--- config.mk ---
export PLATFORM = sky130hd
export DESIGN_NAME = aging_monitor_ctrl
export DESIGN_NICKNAME = d
export VERILOG_FILES = /design/src/rtl/aging_mon_pkg.sv /design/src/rtl/aging_edge_sync.sv /design/src/rtl/aging_sat_counter.sv /design/src/rtl/aging_thr_bank.sv /design/src/rtl/aging_monitor_ctrl.sv
export SDC_FILE = /design/constraint.sdc
export NUM_CORES = 1
export LEC_CHECK = 0
export ABC_AREA = 1
export BUFFER_PORTS_ARGS = -buffer_cell sky130_fd_sc_hd__buf_2
export CORE_ASPECT_RATIO = 0.75
export CORE_MARGIN = 2
export CORE_UTILIZATION = 50
export DETAILED_ROUTE_END_ITERATION = 8
export PLACE_DENSITY = 0.7
export SLEW_MARGIN = 0
export SYNTH_ARGS = -nofsm -noshare
export SYNTH_HDL_FRONTEND = slang
export SYNTH_SLANG_ARGS = --single-unit
--- constraint.sdc ---
create_clock -name clk -period 6.8 [get_ports clk]
set_input_delay 0.68 -clock clk [delete_from_list [all_inputs] [get_ports clk]]
set_output_delay 0.68 -clock clk [all_outputs]
set_load 0.01 [all_outputs]
--- src/rtl/aging_mon_pkg.sv ---
package aging_mon_pkg;
  typedef enum logic [1:0] {
    ST_IDLE = 2'd0,
    ST_ARM  = 2'd1,
    ST_WIN  = 2'd2
  } mon_state_t;
endpackage

--- src/rtl/aging_edge_sync.sv ---
module aging_edge_sync (
  input  logic clk,
  input  logic rst_n,
  input  logic async_i,
  output logic rise_o
);
  logic meta_q, sync_q, prev_q;

  always_ff @(posedge clk or negedge rst_n) begin
    if (!rst_n) begin
      meta_q <= 1'b0;
      sync_q <= 1'b0;
      prev_q <= 1'b0;
    end else begin
      meta_q <= async_i;
      sync_q <= meta_q;
      prev_q <= sync_q;
    end
  end

  assign rise_o = sync_q & ~prev_q;
endmodule

--- src/rtl/aging_sat_counter.sv ---
module aging_sat_counter #(
  parameter int W = 8
) (
  input  logic         clk,
  input  logic         rst_n,
  input  logic         clr_i,
  input  logic         inc_i,
  output logic [W-1:0] cnt_o,
  output logic [W-1:0] cnt_nxt_o
);
  localparam logic [W-1:0] MAXV = {W{1'b1}};
  logic [W-1:0] cnt_q;

  always_comb begin
    if (clr_i)                     cnt_nxt_o = '0;
    else if (inc_i && cnt_q != MAXV) cnt_nxt_o = cnt_q + 1'b1;
    else                           cnt_nxt_o = cnt_q;
  end

  always_ff @(posedge clk or negedge rst_n) begin
    if (!rst_n) cnt_q <= '0;
    else        cnt_q <= cnt_nxt_o;
  end

  assign cnt_o = cnt_q;

  assert_sat_hold_R5: assert property (@(posedge clk) disable iff (!rst_n)
    (cnt_q == MAXV && !clr_i) |=> (cnt_q == MAXV));
endmodule

--- src/rtl/aging_thr_bank.sv ---
module aging_thr_bank #(
  parameter int NSENS     = 4,
  parameter int W         = 8,
  parameter int DER_NUM   = 1,
  parameter int DER_SHIFT = 3,
  parameter int IDX_W     = 2
) (
  input  logic             clk,
  input  logic             rst_n,
  input  logic             eval_i,
  input  logic [IDX_W-1:0] eval_idx_i,
  input  logic [W-1:0]     eval_cnt_i,
  input  logic             wr_i,
  input  logic [IDX_W-1:0] wr_idx_i,
  input  logic [W-1:0]     wr_val_i,
  output logic             verdict_o,
  output logic [NSENS-1:0] fail_o
);
  localparam int NUM_W = $clog2(DER_NUM + 1) + 1;
  localparam int PW    = W + NUM_W;

  logic [W-1:0]     thr_q [NSENS];
  logic [NSENS-1:0] cal_q;
  logic [NSENS-1:0] fail_q;
  logic [PW-1:0]    prod;
  logic [W-1:0]     derated;
  logic [W-1:0]     cur_thr;
  logic             cur_cal;

  assign prod    = PW'(eval_cnt_i) * PW'(DER_NUM);
  assign derated = eval_cnt_i - W'(prod >> DER_SHIFT);

  always_comb begin
    cur_thr = '0;
    cur_cal = 1'b0;
    for (int i = 0; i < NSENS; i++) begin
      if (eval_idx_i == IDX_W'(i)) begin
        cur_thr = thr_q[i];
        cur_cal = cal_q[i];
      end
    end
  end

  assign verdict_o = cur_cal && (eval_cnt_i < cur_thr);

  for (genvar g = 0; g < NSENS; g++) begin : g_slot
    always_ff @(posedge clk or negedge rst_n) begin
      if (!rst_n) begin
        thr_q[g]  <= '0;
        cal_q[g]  <= 1'b0;
        fail_q[g] <= 1'b0;
      end else begin
        if (wr_i && wr_idx_i == IDX_W'(g)) begin
          thr_q[g] <= wr_val_i;
          cal_q[g] <= 1'b1;
        end else if (eval_i && eval_idx_i == IDX_W'(g) && !cal_q[g]) begin
          thr_q[g] <= derated;
          cal_q[g] <= 1'b1;
        end
        if (eval_i && eval_idx_i == IDX_W'(g) && verdict_o)
          fail_q[g] <= 1'b1;
      end
    end

    assert_fail_sticky_R8: assert property (@(posedge clk) disable iff (!rst_n)
      fail_q[g] |=> fail_q[g]);
  end

  assign fail_o = fail_q;
endmodule

--- src/rtl/aging_monitor_ctrl.sv ---
module aging_monitor_ctrl
  import aging_mon_pkg::*;
#(
  parameter int NSENS     = 4,
  parameter int CNT_W     = 8,
  parameter int DER_NUM   = 1,
  parameter int DER_SHIFT = 3,
  localparam int IDX_W    = (NSENS > 1) ? $clog2(NSENS) : 1
) (
  input  logic             clk,
  input  logic             rst_n,
  input  logic [NSENS-1:0] carry_in,
  input  logic [NSENS-1:0] ring_in,
  input  logic             ref_tick,
  input  logic             chk_req,
  input  logic             thr_valid,
  output logic             thr_ready,
  input  logic [IDX_W-1:0] thr_sel,
  input  logic [CNT_W-1:0] thr_data,
  output logic [NSENS-1:0] ring_en,
  output logic [NSENS-1:0] stress,
  output logic [NSENS-1:0] fail,
  output logic             done,
  output logic [IDX_W-1:0] done_sensor,
  output logic [CNT_W-1:0] done_count,
  output logic             done_flag
);
  mon_state_t       state_q;
  logic [IDX_W-1:0] ptr_q;
  logic [NSENS-1:0] rise;
  logic             rise_sel;
  logic             accept, closing;
  logic [CNT_W-1:0] cnt, cnt_nxt;
  logic             verdict;
  logic             done_q, flag_q;
  logic [IDX_W-1:0] dsens_q;
  logic [CNT_W-1:0] dcnt_q;

  for (genvar g = 0; g < NSENS; g++) begin : g_sens
    aging_edge_sync u_sync (
      .clk     (clk),
      .rst_n   (rst_n),
      .async_i (ring_in[g]),
      .rise_o  (rise[g])
    );
    assign ring_en[g] = (state_q != ST_IDLE) && (ptr_q == IDX_W'(g));
    assign stress[g]  = clk & carry_in[g] & ~ring_en[g];
  end

  always_comb begin
    rise_sel = 1'b0;
    for (int i = 0; i < NSENS; i++)
      if (ptr_q == IDX_W'(i)) rise_sel = rise[i];
  end

  assign accept    = (state_q == ST_IDLE) && chk_req;
  assign closing   = (state_q == ST_WIN) && ref_tick;
  assign thr_ready = (state_q == ST_IDLE);

  aging_sat_counter #(.W(CNT_W)) u_cnt (
    .clk       (clk),
    .rst_n     (rst_n),
    .clr_i     (accept),
    .inc_i     ((state_q == ST_WIN) && rise_sel),
    .cnt_o     (cnt),
    .cnt_nxt_o (cnt_nxt)
  );

  aging_thr_bank #(
    .NSENS(NSENS), .W(CNT_W), .DER_NUM(DER_NUM),
    .DER_SHIFT(DER_SHIFT), .IDX_W(IDX_W)
  ) u_bank (
    .clk        (clk),
    .rst_n      (rst_n),
    .eval_i     (closing),
    .eval_idx_i (ptr_q),
    .eval_cnt_i (cnt_nxt),
    .wr_i       (thr_valid && thr_ready),
    .wr_idx_i   (thr_sel),
    .wr_val_i   (thr_data),
    .verdict_o  (verdict),
    .fail_o     (fail)
  );

  always_ff @(posedge clk or negedge rst_n) begin
    if (!rst_n) begin
      state_q <= ST_IDLE;
      ptr_q   <= '0;
      done_q  <= 1'b0;
      flag_q  <= 1'b0;
      dsens_q <= '0;
      dcnt_q  <= '0;
    end else begin
      done_q <= closing;
      unique case (state_q)
        ST_IDLE: if (chk_req) state_q <= ST_ARM;
        ST_ARM:  if (ref_tick) state_q <= ST_WIN;
        ST_WIN:  if (ref_tick) begin
          state_q <= ST_IDLE;
          ptr_q   <= (ptr_q == IDX_W'(NSENS - 1)) ? '0 : ptr_q + 1'b1;
          flag_q  <= verdict;
          dsens_q <= ptr_q;
          dcnt_q  <= cnt_nxt;
        end
        default: state_q <= ST_IDLE;
      endcase
    end
  end

  assign done        = done_q;
  assign done_flag   = flag_q;
  assign done_sensor = dsens_q;
  assign done_count  = dcnt_q;

  assert_one_ring_R3: assert property (@(posedge clk) disable iff (!rst_n)
    $onehot0(ring_en));
  assert_done_pulse_R10: assert property (@(posedge clk) disable iff (!rst_n)
    done_q |=> !done_q);
  assert_done_rings_off_R10: assert property (@(posedge clk) disable iff (!rst_n)
    done_q |-> (ring_en == '0));
  assert_count_frozen_R4: assert property (@(posedge clk) disable iff (!rst_n)
    (state_q == ST_ARM) |=> (cnt == '0));
endmodule

Word-level counts from Yosys, hierarchy flattened
Cells that the tools add are included.
{"block": "word_totals", "elab_cells": 142, "output_inout_bits": 25, "in_bits": 23, "reg_bits": 76}
{"block": "classes", "order_cmp": 1, "n_reduce_logical": 40, "n_eq_ne": 12, "bitwise": 20, "n_addsub": 3, "n_mux": 35}
{"operator": "$mux W8", "n": 14}
{"operator": "$logic_and A1 B1 Y1", "n": 26}
{"operator": "$mux W1", "n": 16}
{"operator": "$and A1 B1 Y1", "n": 12}
{"operator": "$eq A2 B2 Y1 const B", "n": 5}
{"operator": "$reduce_bool A2 Y1", "n": 5}
{"operator": "$add A8 B1 Y8 const B", "n": 1}
{"operator": "$lt A8 B8 Y1", "n": 1}
{"operator": "$mux W2", "n": 4}
{"operator": "$ne A8 B8 Y1 const B", "n": 1}
{"operator": "$not A1 Y1", "n": 8}
{"operator": "$sub A8 B5 Y8", "n": 1}
{"operator": "$eq A2 B1 Y1 const B", "n": 3}
{"operator": "$logic_not A2 Y1", "n": 3}
{"operator": "$ne A2 B2 Y1 const B", "n": 3}
{"operator": "$pmux W2 S3", "n": 1}
{"operator": "$logic_not A1 Y1", "n": 4}
{"operator": "$reduce_and A3 Y1", "n": 1}
{"operator": "$add A2 B1 Y2 const B", "n": 1}
{"operator": "$reduce_and A2 Y1", "n": 1}

Longest topological paths before layout
Gate-level depths: netlist of run 1.
{"block": "logic_depth", "word_depth": 13, "ltp_mapped": 22, "depth_no_buf": 22}

Cells and area by module
Synthesis of run 1 repeated with hierarchy kept, for this count alone.
{"block": "unflattened", "cells_unflattened": 488, "hier_area_um2": 4092.7}
{"module": "aging_thr_bank", "area_each_um2": 2453.6, "instances": 1, "cells_per_inst": 300, "seq_area_each_um2": 1001.0}
{"module": "aging_monitor_ctrl", "area_each_um2": 790.8, "instances": 1, "cells_per_inst": 100, "seq_area_each_um2": 400.4}
{"module": "aging_sat_counter", "area_each_um2": 508.0, "instances": 1, "cells_per_inst": 68, "seq_area_each_um2": 200.2}
{"module": "aging_edge_sync", "area_each_um2": 85.1, "instances": 4, "cells_per_inst": 5, "seq_area_each_um2": 75.1}

==> impl_metrics.tcl, run 1 <==
set metrics [dict create \
    avgSynthCellArea_um2 8.84 \
    r2r-end "u_bank.thr_q[6]$_DFFE_PN0P_" \
    antenna_found_initial 0 \
    area_delta_synth_final_pct 15.2 \
    ys_types 43 \
    drc 0 \
    num_vias 3327 \
    grtUsageMet2_pct 35.8 \
    min-delay-start "ring_in[0]" \
    use_met1_pct 37.5 \
    power_frac_clock_pct 25.5 \
    hold_viol 0 \
    path_clk_slew_ps 80 \
    synth-main-ff-cell "dfrtp_1" \
    slew_viol_final 0 \
    worstSetupStartpointType "clock port" \
    pre_cts_ws_ps 2520 \
    ys_top_cells_by_count "nand2_1, dfrtp_1, inv_1, o21ai_0, nor2_1" \
    worst-slew-pin-transition_ps 955 \
    synth_seq_area_share_pct 48.8 \
    hold_buffers 0 \
    fin_setup_tns_ps 0 \
    netlist_area_mm2 0.00390 \
    ctsResizeCount 0 \
    start_util_pct 52.4 \
    post_drt_wl_per_cell_um 16.5 \
    place.gp.congestion 0.904 \
    nNetsFinal 536 \
    cts_tree "done" \
    coreArea_mm2 0.00743 \
    first_iter_violations 203 \
    antenna_cells 0 \
    ys_ff_latch 76 \
    fin_area_mm2 0.00449 \
    grt_start_max_net_pins 77 \
    die-area_mm2 0.00852 \
    postCtsSetupBuffers 0 \
    fp.dieH_um 80.5 \
    power_switching_uw 742 \
    synth_top_cell_area_share_pct 48.8 \
    end_kind "primary output" \
    cap_violations 0 \
    p_sw_share_pct 41.4 \
    power_density_mw_per_mm2 399 \
    crit_arrival_ps 3900 \
    synth_edf_count 0 \
    insertion_delay_ps 470 \
    power.internal_mw 1.05 \
    power.leakage_nw 2.27 \
    p_seq_share_pct 34.9 \
    firstDrtPassIters 5 \
    rsz0062_at_grt "no" \
    vias_per_cell 5.52 \
    busiest_layer "met1" \
    grt_pass1_wl_um 16400 \
    whs_path_depth 1 \
    cp_max_fo 3 \
    setup_viol 0 \
    port_buffers 47 \
    grt_use_met3_pct 6.74 \
    peakVddDrop_mv 0.189 \
    chipWidth_um 106 \
    syn_nets 481 \
    yosys.area.top_type "dfrtp_1" \
    ys_async_sr_fraction_pct 100 \
    grt_util_all_layers_pct 26.0 \
    num_rows 27 \
    layout_setup_ws_ps 2220 \
    clock_skew_ps 12.0 \
    fillers 675 \
    outcome "complete, no violations" \
    first_global_vias 3297 \
    register_area_mm2 0.00190 \
    hold_ws_ps 310 \
    p_comb_share_pct 39.6 \
    r2r-start "ptr_q[1]$_DFFE_PN0P_" \
    grt-ovfl-total 0 \
    layout-drive-gt1-share_pct 19.1 \
    synth_warnings 0 \
    synthMostInstantiatedCell "nand2_1" \
    crit_type "clk2out" \
    multiInputGateArea_mm2 0.00174 \
    slew-limit-headroom_pct 36.3 \
    syn_inst 441 \
    io_pins 48 \
    critPathRequiredTime_ps 6120 \
    wl_um 9920 \
    hp-class "in2reg" \
    min_to "g_sens[0].u_sync.meta_q$_DFF_PN0_" \
    ff2ff_path_depth 20 \
    place_area_mm2 0.00423 \
    ys_top_cells_by_area "dfrtp_1, nand2_1, ha_1, inv_1, o221ai_1" \
    final_antenna_net_count 0 \
    hpwl_um 7180 \
    r2r_setup_slack_ps 2830 \
]
power groups by stage:
stage          Clock (mW)  Combinational, mW  Sequential [mW]
2_1_floorplan      0.0189              0.517            0.615
3_5_place_dp       0.0293              0.703            0.631
4_1_cts             0.463              0.708            0.623
3_3_place_gp       0.0293              0.683            0.632
5_1_grt             0.490              0.806            0.634
6_report            0.457              0.709            0.626
worst max-delay path, cell delays in order:
cell,delay [ps]
clkbuf_8,110
clkbuf_8,130
nand2_1,70
nor2_1,50
buf_2,140
cells in the final DEF, fill, tap and decap left out, types with 4 or more instances in the layout:
| cell type | count |
|---|---|
| ha_1 | 16 |
| dfrtp_1 | 76 |
| inv_1 | 50 |
| clkbuf_8 | 13 |
| nand2_1 | 118 |
| o21bai_1 | 8 |
| xor2_1 | 4 |
| buf_2 | 46 |
| o221ai_1 | 20 |
| nor2_1 | 22 |
| a21oi_1 | 15 |
| nand3_1 | 16 |
| o211ai_1 | 4 |
| a22oi_1 | 4 |
| inv_2 | 9 |
| o21ai_0 | 29 |
layout make-up:
type / instances / area share, %
flip-flops and latches: 76 / 42.4
clock buffers: 19 / 4.60
well taps: 101 / 2.82
repair buffers: 43 / 4.85
inverters: 60 / 5.02
multi-input cells: 298 / 38.8
clock inverters: 6 / 1.59
how the worst max path moves through the flow:
| stage | from | end | slack [ps] | cells after the start |
|---|---|---|---|---|
| after floorplan | clk | stress[0] | 2620 | 2 |
| after CTS | clk | stress[3] | 2200 | 5 |
| final | clk | stress[3] | 2220 | 5 |
| after global placement | clk | stress[0] | 2520 | 3 |
| after global routing | clk | stress[3] | 2190 | 5 |
| after detailed placement | clk | stress[0] | 2520 | 3 |
state kept, by name (all words and copies together) (netlist names), 4 cells and up:
register              flops
g_sens.u_sync.sync_q      4
g_sens.u_sync.meta_q      4
u_bank.thr_q             32
u_cnt.cnt_o               8
u_bank.fail_o             4
g_sens.u_sync.prev_q      4
u_bank.cal_q              4
done_count                8
stage by stage:
| step | utilization, % | cells | total power [mW] |
|---|---|---|---|
| after detailed placement | 56.9 | 582 | 1.36 |
| after global routing | 60.4 | 603 | 1.93 |
| final | 60.4 | 603 | 1.79 |
| after CTS | 60.4 | 603 | 1.79 |
| after floorplan | - | 441 | 1.15 |
| after global placement | 56.9 | 582 | 1.34 |
cells by family after synthesis:
family | Yosys count | share of synthesized area (%)
AND/OR/NAND/NOR | 176 | 19.9
AO/OA/AOI/OAI | 96 | 16.7
flip-flops | 76 | 48.8
buffers and inverters | 67 | 6.55
adder cells (fa/ha/maj) | 17 | 5.65
XOR/XNOR | 9 | 2.41
metal layers:
layer	wire [um]	share of wire, %
met4	243	2.4
met5	0	0
met1	4740	48
met2	4130	42
met3	811	8.2
No activity file was read; power rests on OpenSTA's default activity.
==> run 2: changes to the inputs <==
==> constraint.sdc (replaced) <==
create_clock -name clk -period 4.29 [get_ports clk]
set_input_delay 0.429 -clock clk [delete_from_list [all_inputs] [get_ports clk]]
set_output_delay 0.429 -clock clk [all_outputs]
set_load 0.01 [all_outputs]
==> impl_metrics.tcl, run 2 (synthesis results as in run 1) <==
set metrics [dict create \
    start_util_pct 52.4 \
    insertion_delay_ps 470 \
    final_antenna_net_count 0 \
    end_kind "register" \
    power.leakage_nw 2.30 \
    regMostFlops "u_bank.thr_q" \
    final_cell_mix "nand2_1, dfrtp_1, inv_1, buf_2, o21ai_0" \
    cp_slowest_cell "ha_1" \
    crit_type "reg2reg" \
    crit_arrival_ps 4190 \
    peakVddDrop_mv 0.460 \
    whs_path_depth 1 \
    port_buffers 47 \
    max_freq_mhz 260 \
    place.gp.congestion 0.929 \
    fin_setup_tns_ps 0 \
    crit_buf_inv 4 \
    hp-class "in2reg" \
    ff2ff_path_depth 19 \
    clock_skew_ps 8.70 \
    hold_buffers 0 \
    antenna_cells 0 \
    hold_viol 0 \
    first_global_vias 3398 \
    path_cells "ha_1 -> inv_1 -> nand2_1 -> inv_2 -> nand2_4 -> nand2_4 -> inv_2 -> nand2_1 -> xor2_1 -> nor2_1 -> ha_1 -> inv_1 -> fa_1 -> a21o_1 -> a21oi_1 -> or2_2 -> nand3b_1 -> xnor2_1 -> o21bai_1" \
    worst-slew-pin-transition_ps 948 \
    drc 0 \
    grt_pass1_wl_um 16300 \
    total_power_mw 2.91 \
    num_rows 27 \
    coreArea_mm2 0.00743 \
    r2r_setup_slack_ps 440 \
    area_delta_synth_final_pct 16.2 \
    critical-path-top-delay-family "adder cells" \
    hpwl_um 7010 \
    slew-limit-headroom_pct 36.8 \
    register_area_mm2 0.00190 \
    finalCriticalPeriod_ps 3850 \
    largest_reg_flops 32 \
    layout-drive-gt1-share_pct 19.6 \
    cp.depth 19 \
    wl_um 9740 \
    cp_max_fo 13 \
    cp_slowest_stage_delay_ps 440 \
    grt_start_max_net_pins 77 \
    outcome "complete, no violations" \
    cts_tree "done" \
    ctsResizeCount 0 \
    chipWidth_um 106 \
    finalCritPeriodShare_pct 89.8 \
    firstDrtPassIters 5 \
    rsz0062_at_grt "no" \
    setup_viol 0 \
    fillers 690 \
    postCtsSetupBuffers 0 \
    first_iter_violations 183 \
    antenna_found_initial 0 \
    cap_violations 0 \
    worstSetupStartpointType "register" \
    hold_ws_ps 56.3 \
    fin_util_pct 60.9 \
    final_common_cell "nand2_1" \
    power_density_mw_per_mm2 642 \
    critPathRequiredTime_ps 4630 \
    nNetsFinal 538 \
    fp.dieH_um 80.5 \
    multiInputGateArea_mm2 0.00174 \
    num_vias 3369 \
    grt_util_all_layers_pct 25.2 \
    path_clk_slew_ps 90 \
    vias_per_cell 5.57 \
    slew_viol_final 0 \
    io_pins 48 \
    grt-ovfl-total 0 \
    post_drt_wl_per_cell_um 16.1 \
    die-area_mm2 0.00852 \
]
## run 2: cell count changes in the layout (fill, tap and decap cells not counted)
cell        change
buf_4           +2
bufinv_16       +1
clkinvlp_4      -1
clkinv_2        +1
clkbuf_1        -1
## run 2: path summary, 6_finish.rpt
path / start / endpoint
min: ring_in[2] / g_sens[2].u_sync.meta_q$_DFF_PN0_
max reg2reg: ptr_q[1]$_DFFE_PN0P_ / u_bank.thr_q[30]$_DFFE_PN0P_
min in group asynchronous: rst_n / done_count[4]$_DFFE_PN0P_
max: ptr_q[1]$_DFFE_PN0P_ / u_bank.thr_q[30]$_DFFE_PN0P_
min reg2reg: g_sens[0].u_sync.meta_q$_DFF_PN0_ / g_sens[0].u_sync.sync_q$_DFF_PN0_
max in group asynchronous: rst_n / u_bank.thr_q[19]$_DFFE_PN0P_
## run 2: metrics by stage
step,worst slack [ps],std cells,area (um2)
after floorplan,1050,441,3900
after global placement,705,584,4250
after detailed placement,473,584,4250
after CTS,464,605,4530
after global routing,81.2,605,4530
final,439,605,4530
## run 2: layer usage
layer | wire (um) | up-vias | GRT usage (%)
met1 | 4660 | 1607 | 35.4
li1 | - | 1586 | -
met3 | 715 | 19 | 6.66
met4 | 150 | 0 | 10.4
met5 | 0 | - | 0
met2 | 4210 | 157 | 37.4
## run 2: where the power goes
group	internal, mW	leakage (nW)	switching [mW]	total [mW]
logic	0.412	1.19	0.737	1.15
registers	0.879	0.932	0.101	0.980
clock network	0.437	0.177	0.339	0.777
## run 2: layout make-up
cell class	count	area share [%]
flip-flops and latches	76	42.0
multi-input cells	298	38.4
repair buffers	45	5.14
inverters	60	4.98
clock buffers	18	4.48
well taps	101	2.79
clock inverters	7	2.18
